--- src/rtl/lsstat_pkg.sv ---
package lsstat_pkg;
    parameter int CNT_W   = 4;
    parameter int DATA_W  = 32;
    parameter int ST_W    = 2;
    parameter int NUM_ALM = 4;
    parameter int NUM_CTR = 6;

    localparam logic [ST_W-1:0] ST_DISABLED = '0;

    // counter indices; alarm inputs share indices 0..3
    localparam int CTR_MIS  = 0;
    localparam int CTR_DIAG = 1;
    localparam int CTR_TMO  = 2;
    localparam int CTR_SDET = 3;
    localparam int CTR_RACK = 4;
    localparam int CTR_EN   = 5;

    // field offsets inside the status words
    localparam int W0_MIS  = 0;
    localparam int W0_DIAG = 16;
    localparam int W4_EN   = 0;
    localparam int W4_RACK = 8;
    localparam int W4_TMO  = 16;
    localparam int W4_SDET = 20;

    typedef struct packed {
        logic [ST_W-1:0]   sys_prev;
        logic [DATA_W-1:0] rdata;
    } bank_regs_t;
endpackage

--- src/rtl/lsstat_edge.sv ---
module lsstat_edge #(
    parameter int N = 6
) (
    input  logic         clk_i,
    input  logic         rst_ni,
    input  logic [N-1:0] lvl_i,
    output logic [N-1:0] rise_o
);
    logic [N-1:0] prev_d, prev_q;

    always_comb begin
        prev_d = lvl_i;
        rise_o = lvl_i & ~prev_q;
    end

    always_ff @(posedge clk_i) begin
        if (!rst_ni) prev_q <= '0;
        else         prev_q <= prev_d;
    end
endmodule

--- src/rtl/lsstat_satctr.sv ---
module lsstat_satctr #(
    parameter int W = 4
) (
    input  logic         clk_i,
    input  logic         rst_ni,
    input  logic         inc_i,
    output logic [W-1:0] cnt_o
);
    localparam logic [W-1:0] CNT_MAX = '1;
    logic [W-1:0] cnt_d, cnt_q;

    always_comb begin
        cnt_d = cnt_q;
        if (inc_i && (cnt_q != CNT_MAX)) cnt_d = cnt_q + 1'b1;
    end

    always_ff @(posedge clk_i) begin
        if (!rst_ni) cnt_q <= '0;
        else         cnt_q <= cnt_d;
    end

    assign cnt_o = cnt_q;
endmodule

--- src/rtl/lsstat_bank.sv ---
module lsstat_bank
    import lsstat_pkg::*;
(
    input  logic                clk_i,
    input  logic                rst_ni,
    input  logic                mismatch_i,
    input  logic                selfdiag_i,
    input  logic                timeout_i,
    input  logic                selfdet_i,
    input  logic [NUM_ALM-1:0]  alarm_mask_i,
    input  logic                fault_inject_i,
    input  logic                rack_left_i,
    input  logic                rack_right_i,
    input  logic [ST_W-1:0]     sys_state_i,
    input  logic [CNT_W-1:0]    rack_thr_i,
    input  logic [CNT_W-1:0]    en_thr_i,
    input  logic                rd_en_i,
    input  logic                wr_en_i,
    input  logic                word_sel_i,
    input  logic [DATA_W-1:0]   wr_data_i,
    output logic [DATA_W-1:0]   rd_data_o,
    output logic                rack_alarm_o,
    output logic                en_alarm_o
);
    localparam int EDGE_N = NUM_ALM + 2;

    bank_regs_t regs_d, regs_q;
    logic [EDGE_N-1:0]              lvl, rise;
    logic [NUM_CTR-1:0]             inc;
    logic [NUM_CTR-1:0][CNT_W-1:0]  cnt;
    logic [DATA_W-1:0]              word0, word4;
    logic [CNT_W-1:0]               mis_cnt, rack_cnt, en_cnt;
    logic                           unused_wr;

    // the write side is accepted and discarded: the status words are read-only
    assign unused_wr = ^{wr_en_i, wr_data_i};

    assign lvl = {rack_right_i, rack_left_i, selfdet_i, timeout_i, selfdiag_i, mismatch_i};

    lsstat_edge #(.N(EDGE_N)) u_edge (
        .clk_i  (clk_i),
        .rst_ni (rst_ni),
        .lvl_i  (lvl),
        .rise_o (rise)
    );

    always_comb begin
        inc           = '0;
        inc[CTR_MIS]  = rise[CTR_MIS]  & ~alarm_mask_i[CTR_MIS];
        inc[CTR_DIAG] = rise[CTR_DIAG] & ~alarm_mask_i[CTR_DIAG];
        inc[CTR_TMO]  = rise[CTR_TMO]  & ~alarm_mask_i[CTR_TMO];
        inc[CTR_SDET] = rise[CTR_SDET] & ~alarm_mask_i[CTR_SDET] & ~fault_inject_i;
        inc[CTR_RACK] = rise[NUM_ALM] | rise[NUM_ALM+1];
        inc[CTR_EN]   = (regs_q.sys_prev == ST_DISABLED) && (sys_state_i != ST_DISABLED);
    end

    for (genvar g = 0; g < NUM_CTR; g++) begin : g_ctr
        lsstat_satctr #(.W(CNT_W)) u_ctr (
            .clk_i  (clk_i),
            .rst_ni (rst_ni),
            .inc_i  (inc[g]),
            .cnt_o  (cnt[g])
        );
    end

    always_comb begin
        word0 = '0;
        word0[W0_MIS  +: CNT_W] = cnt[CTR_MIS];
        word0[W0_DIAG +: CNT_W] = cnt[CTR_DIAG];
        word4 = '0;
        word4[W4_EN   +: CNT_W] = cnt[CTR_EN];
        word4[W4_RACK +: CNT_W] = cnt[CTR_RACK];
        word4[W4_TMO  +: CNT_W] = cnt[CTR_TMO];
        word4[W4_SDET +: CNT_W] = cnt[CTR_SDET];

        regs_d          = regs_q;
        regs_d.sys_prev = sys_state_i;
        if (rd_en_i) regs_d.rdata = word_sel_i ? word4 : word0;
    end

    always_ff @(posedge clk_i) begin
        if (!rst_ni) begin
            regs_q.sys_prev <= ST_DISABLED;
            regs_q.rdata    <= '0;
        end else begin
            regs_q <= regs_d;
        end
    end

    assign mis_cnt      = cnt[CTR_MIS];
    assign rack_cnt     = cnt[CTR_RACK];
    assign en_cnt       = cnt[CTR_EN];
    assign rd_data_o    = regs_q.rdata;
    assign rack_alarm_o = rack_cnt > rack_thr_i;
    assign en_alarm_o   = en_cnt > en_thr_i;
endmodule


--- config.mk ---
export PLATFORM = sky130hd
export DESIGN_NAME = lsstat_bank
export DESIGN_NICKNAME = d
export VERILOG_FILES = /design/src/rtl/lsstat_pkg.sv /design/src/rtl/lsstat_edge.sv /design/src/rtl/lsstat_satctr.sv /design/src/rtl/lsstat_bank.sv
export SDC_FILE = /design/constraint.sdc
export NUM_CORES = 1
export LEC_CHECK = 0
export ABC_AREA = 1
export BUFFER_PORTS_ARGS = -buffer_cell sky130_fd_sc_hd__buf_2
export CORE_MARGIN = 2
export CORE_UTILIZATION = 54
export DETAILED_ROUTE_END_ITERATION = 8
export PLACE_DENSITY = 0.94
export SETUP_SLACK_MARGIN = 0.5
export SLEW_MARGIN = 20
export SYNTH_ARGS = -nofsm -noshare
export SYNTH_HDL_FRONTEND = slang
export SYNTH_SLANG_ARGS = --single-unit
--- constraint.sdc ---
create_clock -name clk_i -period 2.78 [get_ports clk_i]
set_input_delay 0.417 -clock clk_i [delete_from_list [all_inputs] [get_ports clk_i]]
set_output_delay 0.417 -clock clk_i [all_outputs]
set_load 0.005 [all_outputs]
=== After elaboration in Yosys (flattened, before gate mapping) ===
Index checks and enable logic that the tools add are counted.
Widths: inputs -> output; s select.

* Flip-flop bits (word level): 64
* Input bits: 58
* Output and inout port bits: 34
* Word-level logic and storage cells: 46

* $add $sub $neg: 6
* Magnitude comparators: 2
* Equality and inequality tests: 6
* Multiplexer cells: 1
* Bitwise operators: 13
* Reductions and logical operators: 9

{| class="wikitable"
|+ Operators by type and width
! operator !! count
|-
| $add 4x1->4 const B || 6
|-
| $mux 24 || 1
|-
| $ne 4x4->1 const B || 6
|-
| $gt 4x4->1 || 2
|-
| $logic_and 1x1->1 || 7
|-
| $and 6x6->6 || 1
|-
| $not 6->6 || 1
|-
| $and 1x1->1 || 5
|-
| $not 1->1 || 5
|-
| $logic_not 2->1 || 1
|-
| $reduce_bool 2->1 || 1
|-
| $or 1x1->1 || 1
|}

=== Depth between registers and ports, before layout ===
Gate-level depths: netlist of the first run.

* Depth after elaboration: 5
* Mapped depth: 7
* Depth with buffers taken out: 7

=== Cells and area by module ===
From an unflattened synthesis of the first run, not the netlist that was laid out.

* Cells, all modules: 396
* Area, all modules: 2696.3 µm²

{| class="wikitable"
|+ By module, submodules not included
! module !! instances !! cells each !! area an instance (µm²) !! sequential area each (µm²)
|-
| lsstat_bank || 1 || 192 || 1277.5 || 360.3
|-
| lsstat_satctr || 6 || 29 || 201.4 || 80.1
|-
| lsstat_edge || 1 || 30 || 210.2 || 120.1
|}

=== Least setup slack after synthesis of the first run ===
OpenSTA, ideal clock, no wires.

* Kind: input -> output
* Start: in en_thr_i[3]
* End: out en_alarm_o
* Arrival: 1070 ps
* Data required time: 2363 ps
* Path slack: 1293 ps
* Stages on the path: 5
* Buffers on the path: 0
* Cells stage by stage: inv_1 ha_1 nand2_1 o21bai_1 a22oi_1

* Word-level cells in the longest chain between the ends: 1

{| class="wikitable"
|+ Ends and longest elaborated chain
! what !! RTL line !! RTL
|-
| start: declaration || lsstat_bank.sv:16 || <nowiki>input logic [CNT_W-1:0] en_thr_i,</nowiki>
|-
| $gt 4x4->1 || lsstat_bank.sv:95 || <nowiki>assign en_alarm_o = en_cnt > en_thr_i;</nowiki>
|-
| end: declaration || lsstat_bank.sv:23 || <nowiki>output logic en_alarm_o</nowiki>
|}

Every way passes these cells.

=== Final worst setup path of the first run ===
* Start: reg g_ctr[5].u_ctr.cnt_q[2]
* End: out en_alarm_o

* Word-level cells in the longest chain between the ends: 1

{| class="wikitable"
|+ Ends and longest elaborated chain
! what !! RTL line !! RTL
|-
| start: declaration || lsstat_satctr.sv:10 || <nowiki>logic [W-1:0] cnt_d, cnt_q;</nowiki>
|-
| start signal: assignment || lsstat_satctr.sv:19 || <nowiki>else cnt_q <= cnt_d;</nowiki>
|-
| $gt 4x4->1 || lsstat_bank.sv:95 ||
|}

Every way passes these cells.

==> impl_metrics.yaml, run 1 <==
outcome:
  status: "finished, final reports clean"
routing:
  wl_mm: 4.523
  drc_errors: 0
  first_pass_iters: 4
  drtAntennaViolNets: 0
  drtIter0Drc: 93
  wl_per_cell_um: 9.963
  detailroute.via_count: 2166
  via_per_inst: 4.771
critical_path:
  cp.arrival_ps: 1480
  required_ps: 2360
  crit_path_top_delay_cell: "dfxtp_1"
  crit_path_cell_trace: "ha_1 > nand2_1 > nor2_1 > a22oi_1 > buf_2"
  worst-path-buf-inv: 1
  cp_top_family: "flip-flops"
  cp-start-kind: "flop"
  path_class: "flop to output pin"
  slowest_delay_ps: 480
  worst_setup_path_end_kind: "output pin"
  cp_max_fo: 7
floorplanning:
  die-area_um2: 5464
  placementRows: 25
  die_x_um: 73.92
  core_um2: 4723
  io-pin-count: 92
  start_util: 0.5589
  die_h_um: 73.92
synth:
  synth-adder-area-share: 0.06635
  synth_edf_count: 0
  synth_commonest_cells: "nand2_1 (87), inv_1 (49), dfxtp_1 (48)"
  synth_compound_area_frac: 0.1204
  synth.area.mux_share: 0
  async_reset_ff_frac: 0
  netlist_instances: 363
  netlist.area_leader.share: 0.3640
  synth-xor-area-share: 0.01659
  synth_top_family_by_area: "simple AND/OR/NAND/NOR gates"
  synth_seq_area_share: 0.3640
  synth_area_um2: 2640
  yosys_warnings: 0
  synth_area_leader_cell: "dfxtp_1"
  synth.most_common_cell: "nand2_1"
  ys_ff_latch: 48
  syn_avg_cell_area_um2: 7.273
  synth_flop_cell: "dfxtp_1"
  synth_simple_gate_area_share: 0.2517
  yosysUniqueCellTypes: 19
  synth.area.top_cells: "dfxtp_1 (36%), nand2_1 (12%), buf_4 (9.1%)"
grt:
  grt_pass1_wl_mm: 7.748
  grt_usage: 0.1813
  antenna_found_initial: 0
  grt_pass1_vias: 1843
  grt_max_degree: 33
  overflow: 0
power_and_ir_drop:
  power_leakage_nw: 1.443
  ir_drop_mv: 0.2334
  p_per_area_nw_per_um2: 477.0
clock_tree:
  cts_buffers: 5
  htreeDepth: 2
  ctsRootBufferMaster: "clkbuf_8"
  clkSlewWorstSetupHoldPaths_ps: 80
  cts_resized: 0
  cts_setup_buffers: 0
  cts-hold-fix-buffers: 0
  clk-insertion-delay-late_ps: 300
  numClockSinks: 48
  cts_buffer_depth: 2
  cts_tree: "done"
finish:
  regArea_um2: 960.9
  multi_input_area_um2: 1261
  final_layout_size_suffix_gt1_frac: 0.1705
  area_growth_pct: 5.971
  diodes: 0
  nNetsFinal: 458
  fillers: 437
sta:
  finalHoldViolations: 0
  clock_skew_ps: 4.378
  holdWs_ps: 304.6
  maxSlewViolCount: 0
  max_freq_mhz: 526.6
  final.setup.tns_ps: 0
  rsz0062_at_grt: "false"
  finalCritPeriodShare: 0.6831
  setup_viol_count_final: 0
  post-route-min-period_ps: 1899
placement:
  routabilityCongestion: 0.8026
  dp_hpwl_mm: 3.314
  port_buffers: 42
flow_run:
  maxCapViolations: 0
worst_hold_path:
  hold_class: "input port to flop"
==> power by group <==
group	total [W]	internal (W)	switching [W]
clock network	0.000421	0.000203	0.000218
logic	0.000166	0.0000681	0.0000977
registers	0.000747	0.000719	0.0000281
==> stage by stage <==
step	utilization	instance area (um2)	setup WS (ps)	total power [W]	cells
6_report	0.5923	2798	880.9	0.001335	454
5_1_grt	0.5923	2798	725.1	0.001419	454
4_1_cts	0.5923	2798	859.9	0.001352	454
3_5_place_dp	0.5732	2708	1063	0.0009295	446
3_3_place_gp	0.5732	2708	1093	0.0009214	446
2_1_floorplan	-	2696	1293	0.0009054	378
==> cell families (layout without fill, tap and decap cells) <==
group / count (synthesis) / count (layout)
compound gates: 56 / 56
fa+ha+maj: 14 / 14
other cells: 1 / 16
simple gates: 148 / 148
flops: 48 / 48
buf+inv: 91 / 100
xor+xnor: 5 / 5
==> flip-flops by register name (all words and copies together), names as in the netlist <==
register and count:
g_ctr.u_ctr.cnt_o 24, regs_q 2, rd_data_o 16, u_edge.prev_q 6
==> routing by layer <==
layer,vias to the layer above,part of all wire,GRT usage
li1,1152,-,-
met3,7,0.048,0.05761
met4,0,0.015,0.06061
met5,-,0,0
met1,962,0.46,0.2228
met2,45,0.47,0.3006
==> worst reg2reg max path: stages, from the launching register on <==
cell and delay [ps]:
dfxtp_1 390, ha_1 240, nand3_2 90, inv_1 50
nor2_2 170, nand2_1 80, a21oi_1 130
==> cell usage in the layout, fill, tap and decap left out, types with 2 or more instances in the layout <==
master	synthesis	final
conb_1	1	16
inv_1	49	49
o211ai_1	12	12
dfxtp_1	48	48
nand2_1	87	87
nand3_2	8	8
nor2_1	25	25
o21bai_1	2	2
nand3_1	13	13
ha_1	14	14
a21oi_1	26	26
buf_2	10	42
clkbuf_8	0	6
nand4_1	6	6
nor2_2	8	8
xor2_1	5	5
clkbuf_1	0	2
o21ai_0	15	15
==> area by class of cell <==
cell class | count | area share
multi-input combinational | 239 | 0.4508
sequential | 48 | 0.3435
timing repair buffer | 43 | 0.07782
inverter | 49 | 0.06574
clock buffer | 8 | 0.03220
tap | 67 | 0.02996
==> path summary, 6_finish.rpt <==
check | startpoint | to | slack [ps] | cells past startpoint
max | g_ctr[5].u_ctr.cnt_o[2] | en_alarm_o | 880 | 5
min | rack_right_i | u_edge.prev_q[5] | 300 | 3
max reg2reg | g_ctr[5].u_ctr.cnt_o[1] | g_ctr[5].u_ctr.cnt_o[1] | 1560 | 6
min reg2reg | rd_data_o[18] | rd_data_o[18] | 480 | 2
Note: power is estimated with default switching activity, not from simulation.
==> inputs of run 2 (changes only) <==
--- a/config.mk
+++ b/config.mk
@@ -8,9 +8,9 @@
 export ABC_AREA = 1
 export BUFFER_PORTS_ARGS = -buffer_cell sky130_fd_sc_hd__buf_2
 export CORE_MARGIN = 2
-export CORE_UTILIZATION = 54
+export CORE_UTILIZATION = 50
 export DETAILED_ROUTE_END_ITERATION = 8
-export PLACE_DENSITY = 0.94
+export PLACE_DENSITY = 0.89
 export SETUP_SLACK_MARGIN = 0.5
 export SLEW_MARGIN = 20
 export SYNTH_ARGS = -nofsm -noshare
==> constraint.sdc (replaced) <==
create_clock -name clk_i -period 1.89 [get_ports clk_i]
set_input_delay 0.2835 -clock clk_i [delete_from_list [all_inputs] [get_ports clk_i]]
set_output_delay 0.2835 -clock clk_i [all_outputs]
set_load 0.005 [all_outputs]
==> run 2 against run 1 <==
  * Sequential power increased by 46%
  * Critical path depth did not move
  * First-iteration DRC count decreased by 24%
  * Total power up 50%
  * Largest cell class unchanged
  * Via count up 4.8%
  * Largest power group unchanged
  * Cell count up 2.4%
  * Worst hold slack got worse by 130 ps
  * Non-clock buffer count grew 8
  * Register-to-register slack got worse by 970 ps
==> impl_metrics.yaml, run 2 (synthesized netlist as in run 1, its figures left out) <==
outcome:
  status: "finished, final reports clean"
critical_path:
  required_ps: 1610
  critical_path.startpoint: "g_ctr[5].u_ctr.cnt_o[3]"
  cp-start-kind: "flop"
  reg2reg_from: "g_ctr[5].u_ctr.cnt_o[1]"
  cp_max_fo: 2
  endpoint: "en_alarm_o"
  cp.arrival_ps: 1410
  reg2reg_to: "g_ctr[5].u_ctr.cnt_o[3]"
  path_class: "flop to output pin"
  worstRegToRegCells: 7
  worst_setup_path_end_kind: "output pin"
  r2r_slack_ps: 590
power_and_ir_drop:
  clkPwrFrac: 0.307
  power_switching_w: 0.0005220
  switching_share: 0.2608
  p_seq_frac: 0.546
  power_leakage_nw: 1.483
  ir_drop_mv: 0.2903
  internal_power_w: 0.001479
  p_per_area_nw_per_um2: 676.1
  power_frac_comb: 0.147
  power.total_w: 0.002001
finish:
  final_layout_size_suffix_gt1_frac: 0.2354
  nNetsFinal: 466
  largest_register_ffs: 24
  layout_common_cells: "nand2_1 (84), inv_1 (47), buf_2 (42)"
  area_growth_pct: 12.13
  utilization: 0.5796
  layout_commonest_cell: "nand2_1"
  diodes: 0
routing:
  drc_errors: 0
  wl_mm: 5.101
  drtIter0Drc: 71
  drtAntennaViolNets: 0
  first_pass_iters: 4
  detailroute.via_count: 2271
  via_per_inst: 4.884
  wl_per_cell_um: 10.97
sta:
  clock_skew_ps: 5.551
  worst_slack_ps: 192.0
  final.setup.tns_ps: 0
  rsz0062_at_grt: "true"
  finalHoldViolations: 0
  setup_viol_count_final: 0
  holdWs_ps: 176.8
  post-route-min-period_ps: 1698
  max_freq_mhz: 588.9
  finalCritPeriodShare: 0.8984
  maxSlewViolCount: 0
worst_hold_path:
  hold_start: "selfdet_i"
  hold_class: "input port to flop"
floorplanning:
  die_h_um: 76.67
  start_util: 0.5169
  core_um2: 5107
  die-area_um2: 5878
  placementRows: 26
  io-pin-count: 92
  die_x_um: 76.67
clock_tree:
  cts_buffer_depth: 2
  cts_tree: "done"
  ctsRootBufferMaster: "clkbuf_8"
  cts_buffers: 5
  htreeDepth: 2
  clk-insertion-delay-late_ps: 300
  cts-hold-fix-buffers: 0
  numClockSinks: 48
  clkSlewWorstSetupHoldPaths_ps: 80
grt:
  grt_usage: 0.1815
  overflow: 0
  grt_pass1_wl_mm: 8.914
  grt_pass1_vias: 2147
  grt_use_met3: 0.04471
  grt.busiest_layer: "met2"
  use_met2: 0.3263
  grt_max_degree: 33
  grt_util_met1: 0.2081
  antenna_found_initial: 0
placement:
  routabilityCongestion: 0.7703
  place_ws_ps: 407.6
  port_buffers: 42
  dp_hpwl_mm: 3.550
flow_run:
  maxCapViolations: 0
## run 2: cell types whose count changed in the layout (fill, tap and decap cells not counted), sizes merged
cell / before / now
buf: 43 / 51
## run 2: power groups by stage
stage	registers [W]	logic, W	clock network (W)
floorplan	0.00111	0.000220	0
global placement	0.00112	0.000237	0
detailed placement	0.00112	0.000248	0
CTS	0.00109	0.000272	0.000638
global route	0.00110	0.000338	0.000685
finish	0.00109	0.000294	0.000615
## run 2: layout make-up
cell class | count | area [um2]
fillers | 468 | 2147
clock buffers | 8 | 90.09
multi-input cells | 239 | 1336
repair buffers | 51 | 277.8
well taps | 70 | 87.58
inverters | 49 | 183.9
flip-flops and latches | 48 | 984.7
## run 2: per-stage QoR
stage	area, um2	instances
floorplan	2696	378
global placement	2719	450
detailed placement	2719	450
CTS	2923	463
global route	2960	465
finish	2960	465
## run 2: what timing repair did
item / in CTS / in global routing
setup endpoints to repair: 2 / 3
buffers inserted: 5 / 2
resized for setup: 18 / 7
pin swaps: 5 / 8
## run 2: worst max-delay path: stages, from the launching register on
cell	delay, ps
dfxtp_4	360
ha_4	270
nand2_2	40
o21bai_1	150
a22oi_1	150
buf_2	140
## run 2: layer usage
| metal | wire, um | vias up |
|---|---|---|
| met5 | 0 | - |
| met1 | 2253 | 1038 |
| met2 | 2543 | 53 |
| li1 | - | 1169 |
| met3 | 219 | 11 |
| met4 | 85 | 0 |
## run 2: how the worst min path moves through the flow
stage	endpoint	cells past startpoint	slack, ps
finish	u_edge.prev_q[3]	3	180
floorplan	regs_q[32]	2	380
global route	regs_q[33]	3	180
CTS	regs_q[32]	3	170
detailed placement	rd_data_o[17]	2	470
global placement	rd_data_o[0]	2	460
